## src/rtl/dis_pkg.sv

```systemverilog
package dis_pkg;

  localparam int unsigned NUM_STEPS = 7;
  localparam int unsigned STEP_IW   = $clog2(NUM_STEPS);

  typedef struct packed {
    logic [7:0] reg_addr;
    logic [7:0] reg_val;
    logic       hold_after;   // settle pause follows this write
  } init_step_t;

  typedef enum logic [2:0] {
    ST_IDLE, ST_REQ, ST_ISSUE, ST_WAIT, ST_PAUSE, ST_DONE
  } seq_state_t;

  // Power-up recipe: switch on, soft reset, release reset, clear flags, enable rx.
  function automatic init_step_t step_at(input logic [STEP_IW-1:0] i);
    init_step_t s;
    s.hold_after = 1'b0;
    case (i)
      3'd0:    begin s.reg_addr = 8'h1F; s.reg_val = 8'h00; end
      3'd1:    begin s.reg_addr = 8'h00; s.reg_val = 8'h01; s.hold_after = 1'b1; end
      3'd2:    begin s.reg_addr = 8'h00; s.reg_val = 8'h00; end
      3'd3:    begin s.reg_addr = 8'hFF; s.reg_val = 8'h81; end
      3'd4:    begin s.reg_addr = 8'hFE; s.reg_val = 8'h3F; end
      3'd5:    begin s.reg_addr = 8'h01; s.reg_val = 8'h2C; end
      default: begin s.reg_addr = 8'h05; s.reg_val = 8'h03; end
    endcase
    return s;
  endfunction

  function automatic logic [15:0] pack_word(input init_step_t s);
    return {s.reg_addr, s.reg_val};
  endfunction

  // Cycles covering a pause of ns nanoseconds at clk_hz, rounded up, at least 1.
  function automatic longint unsigned pause_cycles(input longint unsigned clk_hz,
                                                   input longint unsigned ns);
    longint unsigned c;
    c = (clk_hz * ns + 64'd999_999_999) / 64'd1_000_000_000;
    return (c == 0) ? 64'd1 : c;
  endfunction

endpackage

```

## src/rtl/init_table.sv

```systemverilog
module init_table
  import dis_pkg::*;
(
  input  logic [STEP_IW-1:0] idx_i,
  output logic [15:0]        word_o,
  output logic               hold_o,
  output logic               last_o
);
  init_step_t s;
  always_comb begin
    s      = step_at(idx_i);
    word_o = pack_word(s);
    hold_o = s.hold_after;
    last_o = (idx_i == STEP_IW'(NUM_STEPS - 1));
  end
endmodule

```

## src/rtl/pause_timer.sv

```systemverilog
module pause_timer #(
  parameter int unsigned CYCLES = 500
) (
  input  logic clk,
  input  logic rst_n,
  input  logic load_i,
  output logic active_o,
  output logic expired_o
);
  localparam int unsigned CW = (CYCLES > 1) ? $clog2(CYCLES) : 1;

  logic [CW-1:0] cnt;
  logic          active;

  always_ff @(posedge clk or negedge rst_n) begin
    if (!rst_n) begin
      cnt    <= '0;
      active <= 1'b0;
    end else if (load_i) begin
      cnt    <= CW'(CYCLES - 1);
      active <= 1'b1;
    end else if (active) begin
      if (cnt == '0) active <= 1'b0;
      else           cnt    <= cnt - 1'b1;
    end
  end

  assign active_o  = active;
  assign expired_o = active && (cnt == '0);
endmodule

```

## src/rtl/init_step_fsm.sv

```systemverilog
module init_step_fsm
  import dis_pkg::*;
(
  input  logic               clk,
  input  logic               rst_n,
  input  logic               start_i,
  input  logic               gnt_i,
  input  logic               wr_done_i,
  input  logic               hold_i,
  input  logic               last_i,
  input  logic               pause_expired_i,
  output logic [STEP_IW-1:0] idx_o,
  output logic               pause_load_o,
  output logic               req_o,
  output logic               strobe_o,
  output logic               done_o,
  output logic               advance_o
);
  seq_state_t        state, nxt;
  logic [STEP_IW-1:0] idx;

  always_comb begin
    nxt          = state;
    pause_load_o = 1'b0;
    advance_o    = 1'b0;
    case (state)
      ST_IDLE:  if (start_i) nxt = ST_REQ;
      ST_REQ:   if (gnt_i)   nxt = ST_ISSUE;
      ST_ISSUE: nxt = ST_WAIT;
      ST_WAIT:  if (wr_done_i) begin
                  if (last_i)      nxt = ST_DONE;
                  else if (hold_i) begin nxt = ST_PAUSE; pause_load_o = 1'b1; end
                  else             begin nxt = ST_REQ;   advance_o    = 1'b1; end
                end
      ST_PAUSE: if (pause_expired_i) begin nxt = ST_REQ; advance_o = 1'b1; end
      default:  nxt = state;
    endcase
  end

  always_ff @(posedge clk or negedge rst_n) begin
    if (!rst_n) begin
      state <= ST_IDLE;
      idx   <= '0;
    end else begin
      state <= nxt;
      if (advance_o) idx <= idx + 1'b1;
    end
  end

  assign idx_o    = idx;
  assign req_o    = (state == ST_REQ) || (state == ST_ISSUE) || (state == ST_WAIT);
  assign strobe_o = (state == ST_ISSUE);
  assign done_o   = (state == ST_DONE);
endmodule

```

## src/rtl/port_gate.sv

```systemverilog
module port_gate #(
  parameter int unsigned N = 2
) (
  input  logic         open_i,
  input  logic [N-1:0] req_i,
  output logic [N-1:0] req_o
);
  for (genvar g = 0; g < N; g++) begin : g_lane
    assign req_o[g] = req_i[g] & open_i;
  end
endmodule

```

## src/rtl/dev_init_seq.sv

```systemverilog
module dev_init_seq
  import dis_pkg::*;
#(
  parameter longint unsigned CLK_HZ   = 50_000_000,
  parameter longint unsigned PAUSE_NS = 10_000
) (
  input  logic        clk,
  input  logic        rst_n,
  input  logic        start_i,
  output logic        req_o,
  input  logic        gnt_i,
  output logic        wr_valid_o,
  output logic [15:0] entry_o,
  input  logic        wr_done_i,
  output logic        init_done_o,
  input  logic        user_tx_req_i,
  input  logic        user_rx_req_i,
  output logic        tx_req_o,
  output logic        rx_req_o
);
  localparam int unsigned PAUSE_CYC = int'(pause_cycles(CLK_HZ, PAUSE_NS));

  // Named internal events, visible to the bound checker.
  logic [STEP_IW-1:0] step_idx;
  logic               step_hold, step_last;
  logic               pause_load, pause_active, pause_expired;
  logic               step_advance;
  logic [31:0]        pause_len_w;

  assign pause_len_w = 32'(PAUSE_CYC);

  init_table u_table (
    .idx_i(step_idx), .word_o(entry_o), .hold_o(step_hold), .last_o(step_last)
  );

  pause_timer #(.CYCLES(PAUSE_CYC)) u_timer (
    .clk(clk), .rst_n(rst_n), .load_i(pause_load),
    .active_o(pause_active), .expired_o(pause_expired)
  );

  init_step_fsm u_fsm (
    .clk(clk), .rst_n(rst_n), .start_i(start_i), .gnt_i(gnt_i),
    .wr_done_i(wr_done_i), .hold_i(step_hold), .last_i(step_last),
    .pause_expired_i(pause_expired), .idx_o(step_idx),
    .pause_load_o(pause_load), .req_o(req_o), .strobe_o(wr_valid_o),
    .done_o(init_done_o), .advance_o(step_advance)
  );

  port_gate #(.N(2)) u_gate (
    .open_i(init_done_o),
    .req_i({user_rx_req_i, user_tx_req_i}),
    .req_o({rx_req_o, tx_req_o})
  );
endmodule

```

## config.mk

```make
export PLATFORM = sky130hd
export DESIGN_NAME = dev_init_seq
export DESIGN_NICKNAME = d
export VERILOG_FILES = /design/src/rtl/dis_pkg.sv /design/src/rtl/init_table.sv /design/src/rtl/pause_timer.sv /design/src/rtl/init_step_fsm.sv /design/src/rtl/port_gate.sv /design/src/rtl/dev_init_seq.sv
export SDC_FILE = /design/constraint.sdc
export NUM_CORES = 1
export LEC_CHECK = 0
export BUFFER_PORTS_ARGS = -buffer_cell sky130_fd_sc_hd__buf_2
export CAP_MARGIN = 40
export CORE_MARGIN = 10
export CORE_UTILIZATION = 49
export DETAILED_ROUTE_END_ITERATION = 10
export GPL_ROUTABILITY_DRIVEN = 0
export PLACE_DENSITY_LB_ADDON = 0.12
export SYNTH_ARGS = -nofsm -noshare
export SYNTH_HDL_FRONTEND = slang
export SYNTH_SLANG_ARGS = --single-unit
export TNS_END_PERCENT = 20
```

## constraint.sdc

```tcl
create_clock -name clk -period 2.1 [get_ports clk]
set_input_delay 0.105 -clock clk [delete_from_list [all_inputs] [get_ports clk]]
set_output_delay 0.105 -clock clk [all_outputs]
set_load 0.005 [all_outputs]
```

==> flow_metrics.tcl, run 1 <==
set metrics [dict create \
    area_growth_pct 15.3 \
    core-area_mm2 0.00217 \
    fin_skew_ns 0.00336 \
    cts_buffer_depth 2 \
    dieArea_mm2 0.00451 \
    synthDominantCellAreaShare 0.367 \
    fmax_ghz 0.513 \
    root_buffer "clkbuf_4" \
    ant_nets 0 \
    grt.total_usage 0.111 \
    port-buffer-count 26 \
    cp-endpoint "entry_o[10]" \
    avgRoutedWirePerCell_um 13.9 \
    dp_hpwl_mm 1.93 \
    drive_gt1_frac 0.288 \
    htree_levels 1 \
    cts_made_buffers 3 \
    r2r_end "u_fsm.idx_o[1]" \
    start_util 0.503 \
    power_frac_clock 0.387 \
    first_pass_iters 4 \
    rows 17 \
    yosysTopAreaCell "dfrtp_1" \
    r2r-start "u_timer.cnt[4]" \
    synth_nets 136 \
    yosys_register_bits 16 \
    yosysSeqAreaShare 0.367 \
    layout.cells.non_filler 174 \
    grt-ovfl-total 0 \
    r2r_slack_ns 0.24 \
    cp-end-kind "output pin" \
    p_sw_frac 0.202 \
    critical_path.max_fanout 6 \
    antenna_found_initial 0 \
    synthCells 123 \
    placedCellCount 169 \
    p_seq_frac 0.586 \
    start_kind "flop" \
    yosys_warnings 0 \
    peakVddDrop_uv 401 \
    power_frac_comb 0.027 \
    finalCriticalPeriod_ns 1.95 \
    clock_sinks 16 \
    reg2reg_depth 4 \
    finalSetupViolCount 0 \
    worstSkewPairLatency_ns 0.28 \
    async_reset_ff_frac 1.00 \
    tritoncts "built" \
    period_share 0.928 \
    drv_cap 0 \
    synth_area_leaders "dfrtp_1 (37%), ha_1 (6.9%), buf_4 (4.8%), nand2_1 (4.8%), nor2_1 (4.1%)" \
    p_int_w 0.000419 \
    arrival_ns 1.84 \
    synth_ff_type "dfrtp_1" \
    syn_area_mm2 0.00109 \
    die_y_um 67.2 \
    yosysMostFrequentCell "dfrtp_1" \
    drv_slew 0 \
    hold_path.class "input port to flop" \
    pwr_density_cell_mw_per_mm2 418 \
    drc 0 \
    path_clk_slew_ns 0.10 \
    fin_hold_ws_ns 0.172 \
    vias 909 \
    die_x_um 67.2 \
    hold_viol 0 \
    status "finished clean" \
    cp.required_ns 2.00 \
    crit_start "u_fsm.idx_o[0]" \
    fin_util 0.580 \
    fin_nets 160 \
    synth_edf_count 0 \
    grt_max_degree 17 \
    synth_commonest_cells "dfrtp_1 (16), nand2_1 (14), nor2_1 (12)" \
    rsz0062_at_grt "false" \
    worstSetupPathType "flop to output pin" \
    ys_types 39 \
    num_io_pins 28 \
    avgSynthCellArea_um2 8.87 \
    tns_ns 0 \
    diodes 0 \
    drtIter0Drc 35 \
    switchingPower_w 0.000106 \
    wirelength_mm 2.42 \
    grt_pass1_wl_mm 4.08 \
    grt_pass1_vias 929 \
    via_per_inst 5.22 \
    leakage_nw 0.570 \
]
==> area by class of cell <==
type	instances	area, um^2
clock buffers	4	36.3
flip-flops and latches	16	402
repair buffers	29	155
inverters	8	30.0
fillers	207	912
well taps	28	35.0
multi-input cells	89	599
==> cells by family (layout without fill, tap and decap cells) <==
group | after synthesis | in the layout | share of synthesized area
simple gates | 51 | 51 | 0.256
compound gates | 26 | 26 | 0.175
buf+inv | 18 | 41 | 0.0860
flops | 16 | 16 | 0.367
fa+ha+maj | 6 | 6 | 0.0688
xor+xnor | 3 | 3 | 0.0241
mux | 2 | 2 | 0.0195
other cells | 1 | 1 | 0.00344
==> placed cells by master, fill, tap and decap left out, types with 2 or more instances in the layout <==
cell type	count
dfrtp_1	15
nor2b_1	3
nand2_1	14
ha_1	5
clkbuf_4	3
nand2b_1	6
nand4b_1	2
buf_2	26
a21oi_1	5
xnor2_1	2
and2_1	2
o211ai_1	2
nor3_1	2
buf_4	2
a31oi_1	2
or2_2	2
nor3b_1	2
nor2_1	12
o21ai_0	6
inv_1	8
o21a_1	2
==> per-stage QoR <==
step	area [um^2]	setup WS [ns]	total power [W]
finish	1260	0.151	0.000525
global route	1260	0.0276	0.000546
CTS	1250	0.0743	0.000533
detailed placement	1210	0.255	0.000327
global placement	1210	0.344	0.000327
floorplan	1090	0.398	0.000317
==> layer usage <==
layer | track usage | part of all wire | vias up
li1 | - | - | 463
met1 | 0.138 | 0.46 | 417
met2 | 0.184 | 0.47 | 29
met3 | 0.0331 | 0.071 | 0
met4 | 0.0282 | 0 | 0
met5 | 0 | 0 | -
==> how the worst min path moves through the flow <==
stage,cells past startpoint,start,endpoint,slack (ns)
2_1_floorplan,0,rst_n,u_fsm.idx_o[0],-0.19
3_3_place_gp,1,rst_n,u_timer.cnt[7],0.04
3_5_place_dp,1,rst_n,u_timer.cnt[7],0.04
4_1_cts,4,start_i,u_fsm.state[0],0.17
5_1_grt,4,start_i,u_fsm.state[0],0.17
6_report,4,start_i,u_fsm.state[0],0.17
==> repair_timing <==
action | in CTS | in global routing
endpoints found under the setup margin | 0 | 1
buffers inserted | 0 | 0
hold buffers | 1 | 0
gates resized for setup | 0 | 2
endpoints found under the hold margin | 16 | 0
==> power groups by stage <==
stage | logic [W] | clock network, W | registers [W]
after floorplan | 0.00000301 | 0 | 0.000314
after global placement | 0.0000133 | 0 | 0.000314
after detailed placement | 0.0000132 | 0 | 0.000314
after CTS | 0.0000147 | 0.000210 | 0.000308
after global routing | 0.0000163 | 0.000221 | 0.000308
final | 0.0000141 | 0.000203 | 0.000308
==> critical path: stages, from the launching register on <==
cell and delay [ns]:
dfrtp_1 0.41, ha_1 0.21, ha_2 0.20, or2_2 0.32, or2_2 0.29, buf_2 0.13
==> registers in the layout, indices dropped and copies added, names as in the netlist <==
name / cells
u_fsm.idx_o: 3
u_fsm.state: 3
u_timer.active_o: 1
u_timer.cnt: 9
(Power assumes the default switching activity.)
==> inputs of run 2 (changes only) <==
- CORE_ASPECT_RATIO: default -> 0.75
==> run 2 against run 1 <==
  * Hold slack worse by 0.0075 ns
  * Critical path depth stayed put
  * Utilization is 1.5 points higher
  * Worst setup slack worse by 0.021 ns
  * Clock power is 22% lower
  * Routed wire length is 2.4% higher
  * Sequential share of layout area is 0.75 points higher
  * Via count is 1.3% lower
  * Largest power group unchanged
==> flow_metrics.tcl, run 2 (synthesis gave the netlist of run 1 again) <==
set metrics [dict create \
    status "finished clean" \
    worstSkewPairLatency_ns 0.29 \
    drive_gt1_frac 0.271 \
    cts_setup_buffers 0 \
    dp_hpwl_mm 2.02 \
    avgRoutedWirePerCell_um 14.8 \
    clock_sinks 16 \
    diodes 0 \
    setup_ws_ns 0.130 \
    maxSlewHeadroom 0.670 \
    via_per_inst 5.34 \
    grt_pass1_wl_mm 4.11 \
    die_x_um 74.5 \
    placedCellCount 164 \
    grt_util_met2 0.183 \
    vias 897 \
    arrival_ns 1.87 \
    hold_path.class "input port to flop" \
    period_share 0.938 \
    fin_nets 159 \
    wirelength_mm 2.48 \
    tns_ns 0 \
    worst_slew_pin_slew_ns 0.491 \
    first_pass_iters 4 \
    start_kind "flop" \
    fin_hold_ws_ns 0.165 \
    hold_viol 0 \
    cp-end-kind "output pin" \
    drv_cap 0 \
    final_common_cell "buf_2" \
    leakage_nw 0.561 \
    area_growth_pct 12.6 \
    core-area_mm2 0.00207 \
    grt-ovfl-total 0 \
    cp.required_ns 2.00 \
    pwr_density_cell_mw_per_mm2 391 \
    tritoncts "built" \
    layout.cells.non_filler 168 \
    worstSetupPathType "flop to output pin" \
    antenna_found_initial 0 \
    grt.total_usage 0.115 \
    finalCriticalPeriod_ns 1.97 \
    drv_slew 0 \
    htree_levels 1 \
    finalSetupViolCount 0 \
    nFillCells 185 \
    grtUsageMet1 0.145 \
    largest_register "u_timer.cnt" \
    num_io_pins 28 \
    dieArea_mm2 0.00453 \
    busiest_layer "met2" \
    final_cell_mix "buf_2 (26), dfrtp_1 (15), nand2_1 (14), nor2_1 (12), inv_1 (8)" \
    drc 0 \
    ant_nets 0 \
    die_y_um 60.9 \
    rsz0062_at_grt "false" \
    start_util 0.528 \
    critical_path.max_fanout 6 \
    cts_buffer_depth 2 \
    fmax_ghz 0.508 \
    grt_max_degree 17 \
    port-buffer-count 26 \
    drtIter0Drc 49 \
    path_clk_slew_ns 0.09 \
    root_buffer "clkbuf_4" \
    fin_skew_ns 0.0115 \
    cts_made_buffers 3 \
    power.total_w 0.000481 \
    use_met3 0.0408 \
    grt_pass1_vias 849 \
    post-place-ws_ns 0.251 \
    peakVddDrop_uv 378 \
    multi_input_area_um2 597 \
    register_area_um2 402 \
    rows 14 \
    largest_reg_flops 9 \
]
[run 2: changes by cell type in the layout (fill, tap and decap cells not counted), sizes merged]
| cell | delta |
|---|---|
| clkbuf | -1 |
| buf | -1 |
[run 2: worst paths after layout]
path | from | slack (ns) | end | cells past startpoint
hold reg to reg | u_timer.cnt[1] | 0.56 | u_timer.cnt[1] | 2
setup / recovery | u_fsm.idx_o[0] | 0.13 | entry_o[10] | 5
hold / removal | start_i | 0.16 | u_fsm.state[0] | 4
min in group asynchronous | rst_n | 0.24 | u_timer.active_o | 2
max in group asynchronous | rst_n | 1.56 | u_fsm.idx_o[2] | 2
setup reg to reg | u_timer.cnt[4] | 0.22 | u_fsm.idx_o[1] | 4
[run 2: metrics by stage]
| step | util | cell area [um^2] |
|---|---|---|
| finish | 0.594 | 1230 |
| global route | 0.594 | 1230 |
| CTS | 0.594 | 1230 |
| detailed placement | 0.578 | 1190 |
| global placement | 0.578 | 1190 |
| floorplan | - | 1090 |
[run 2: power breakdown]
| part | switching (W) | internal [W] | leakage, nW | total (W) |
|---|---|---|---|---|
| combinational | 0.00000883 | 0.00000560 | 0.370 | 0.0000144 |
| clock | 0.0000917 | 0.0000667 | 0.0138 | 0.000158 |
| sequential | 0 | 0.000308 | 0.177 | 0.000308 |
[run 2: area by class of cell]
type / count / area share
Timing Repair Buffer: 28 / 0.120
Tap cell: 24 / 0.0244
Multi-Input combinational cell: 89 / 0.486
Inverter: 8 / 0.0244
Clock buffer: 3 / 0.0183
Sequential cell: 16 / 0.327
[run 2: routing by layer]
metal / up-vias / routed length [um]
met5: - / 0
met4: 0 / 23
met3: 4 / 182
met2: 22 / 1140
met1: 412 / 1130
li1: 459 / -
[run 2: timing repair]
item / CTS / global route
gates resized for setup: 0 / 1
hold endpoints to repair: 16 / 0
setup endpoints to repair: 0 / 1
hold buffers: 1 / 0
[run 2: critical path, stage by stage, from the launching register on]
cell     delay, ns
dfrtp_1       0.41
ha_1          0.20
ha_1          0.22
or2_2         0.33
or2_2         0.29
buf_2         0.13
==> inputs of run 3 (changes only) <==
- clock period: 2.1 -> 1.95 ns (I/O delays scaled with it)
==> run 3 against run 2 <==
  * Die area unchanged
  * Sequential power rose by 7.5%
  * Utilization up 2.4 points
  * Clock power increased by 9%
  * Critical path type unchanged
==> flow_metrics.tcl, run 3 (synthesis gave the netlist of run 1 again) <==
set metrics [dict create \
    drv_cap 0 \
    drc 0 \
    final_area_mm2 0.00128 \
    worstSetupPathType "flop to output pin" \
    grt.total_usage 0.107 \
    critical_path.max_fanout 6 \
    drive_gt1_frac 0.306 \
    arrival_ns 1.74 \
    via_per_inst 5.45 \
    power_frac_clock 0.331 \
    root_buffer "clkbuf_4" \
    p_int_w 0.000409 \
    cp-end-kind "output pin" \
    diodes 0 \
    nFillCells 186 \
    tns_ns 0 \
    leakage_nw 0.577 \
    first_pass_iters 4 \
    dieArea_mm2 0.00453 \
    fin_nets 162 \
    cts_buffer_depth 2 \
    dp_hpwl_mm 1.88 \
    antenna_found_initial 0 \
    ant_nets 0 \
    die_y_um 60.9 \
    final_common_cell "buf_2" \
    area_growth_pct 17.1 \
    avgRoutedWirePerCell_um 14.5 \
    clock_sinks 16 \
    finalSetupViolCount 0 \
    switchingPower_w 0.000110 \
    finalCriticalPeriod_ns 1.84 \
    hold_path.class "input port to flop" \
    core-area_mm2 0.00207 \
    register_area_um2 400 \
    wirelength_mm 2.49 \
    multi_input_area_um2 624 \
    placed_area_mm2 0.00121 \
    worstSkewPairLatency_ns 0.29 \
    htree_levels 1 \
    path_clk_slew_ns 0.09 \
    status "finished clean" \
    pwr_density_cell_mw_per_mm2 406 \
    p_sw_frac 0.211 \
    peakVddDrop_uv 425 \
    die_x_um 74.5 \
    start_util 0.528 \
    grt_pass1_wl_mm 3.86 \
    grt_max_degree 17 \
    fin_skew_ns 0.00555 \
    rsz0062_at_grt "false" \
    hold_viol 0 \
    final_cell_mix "buf_2 (26), dfrtp_1 (16), nand2_1 (14), nor2_1 (12), inv_1 (8)" \
    vias 932 \
    grt-ovfl-total 0 \
    largest_reg_flops 9 \
    drtIter0Drc 32 \
    rows 14 \
    port-buffer-count 26 \
    fmax_ghz 0.543 \
    p_seq_frac 0.639 \
    grt_pass1_vias 807 \
    tritoncts "built" \
    drv_slew 0 \
    power_frac_comb 0.030 \
    cp.required_ns 1.85 \
    power.total_w 0.000519 \
    largest_register "u_timer.cnt" \
    start_kind "flop" \
    num_io_pins 28 \
    cts_made_buffers 3 \
    period_share 0.944 \
]
[run 3: worst max-delay path, stage by stage, from the launching register on]
cell and delay [ns]:
dfrtp_1 0.42, ha_2 0.21, ha_4 0.17, or2_4 0.25, or2_2 0.28, buf_2 0.13
[run 3: layout make-up]
cell class,instances,share of cell area
timing repair buffer,31,0.133
sequential,16,0.313
clock buffer,3,0.0176
tap,24,0.0235
multi-input combinational,89,0.489
inverter,8,0.0235
[run 3: power by group through the flow]
stage | combinational [W] | clock, W | sequential, W
finish | 0.0000156 | 0.000172 | 0.000331
global route | 0.0000181 | 0.000194 | 0.000332
CTS | 0.0000162 | 0.000173 | 0.000331
detailed placement | 0.0000146 | 0 | 0.000338
global placement | 0.0000141 | 0 | 0.000338
floorplan | 0.00000325 | 0 | 0.000338
[run 3: per-layer routing]
layer  global-route usage  up-vias  wire length (um)
li1                     -      465                 -
met4               0.0161        0                 9
met2                0.166       19              1150
met3               0.0408        2               172
met5                    0        -                 0
met1                0.140      446              1150
[run 3: metrics by stage]
stage                     worst slack, ns  hold WS [ns]   util  instances
after global routing              0.00571         0.186  0.618        171
after floorplan                     0.248        -0.198      -        123
after global placement              0.184        0.0282  0.585        166
after CTS                         0.00294         0.178  0.606        171
final                               0.109         0.173  0.618        171
after detailed placement            0.138        0.0290  0.585        166
[run 3: timing repair]
action / CTS / global route
endpoints found under the hold margin: 16 / 0
hold buffers: 1 / 0
pin swaps: 0 / 0
resized for setup: 1 / 5
setup buffers: 1 / 0
setup endpoints to repair: 1 / 2
[run 3: path summary, 6_finish.rpt]
path	start	cells past startpoint	slack, ns	to
worst min register to register	u_fsm.idx_o[1]	1	0.57	u_fsm.idx_o[1]
worst max-delay path	u_fsm.idx_o[0]	5	0.11	entry_o[10]
worst max register to register	u_timer.cnt[0]	6	0.13	u_fsm.idx_o[1]
min in group asynchronous	rst_n	2	0.24	u_timer.cnt[5]
worst min-delay path	start_i	4	0.17	u_fsm.state[0]
max in group asynchronous	rst_n	2	1.45	u_fsm.idx_o[2]
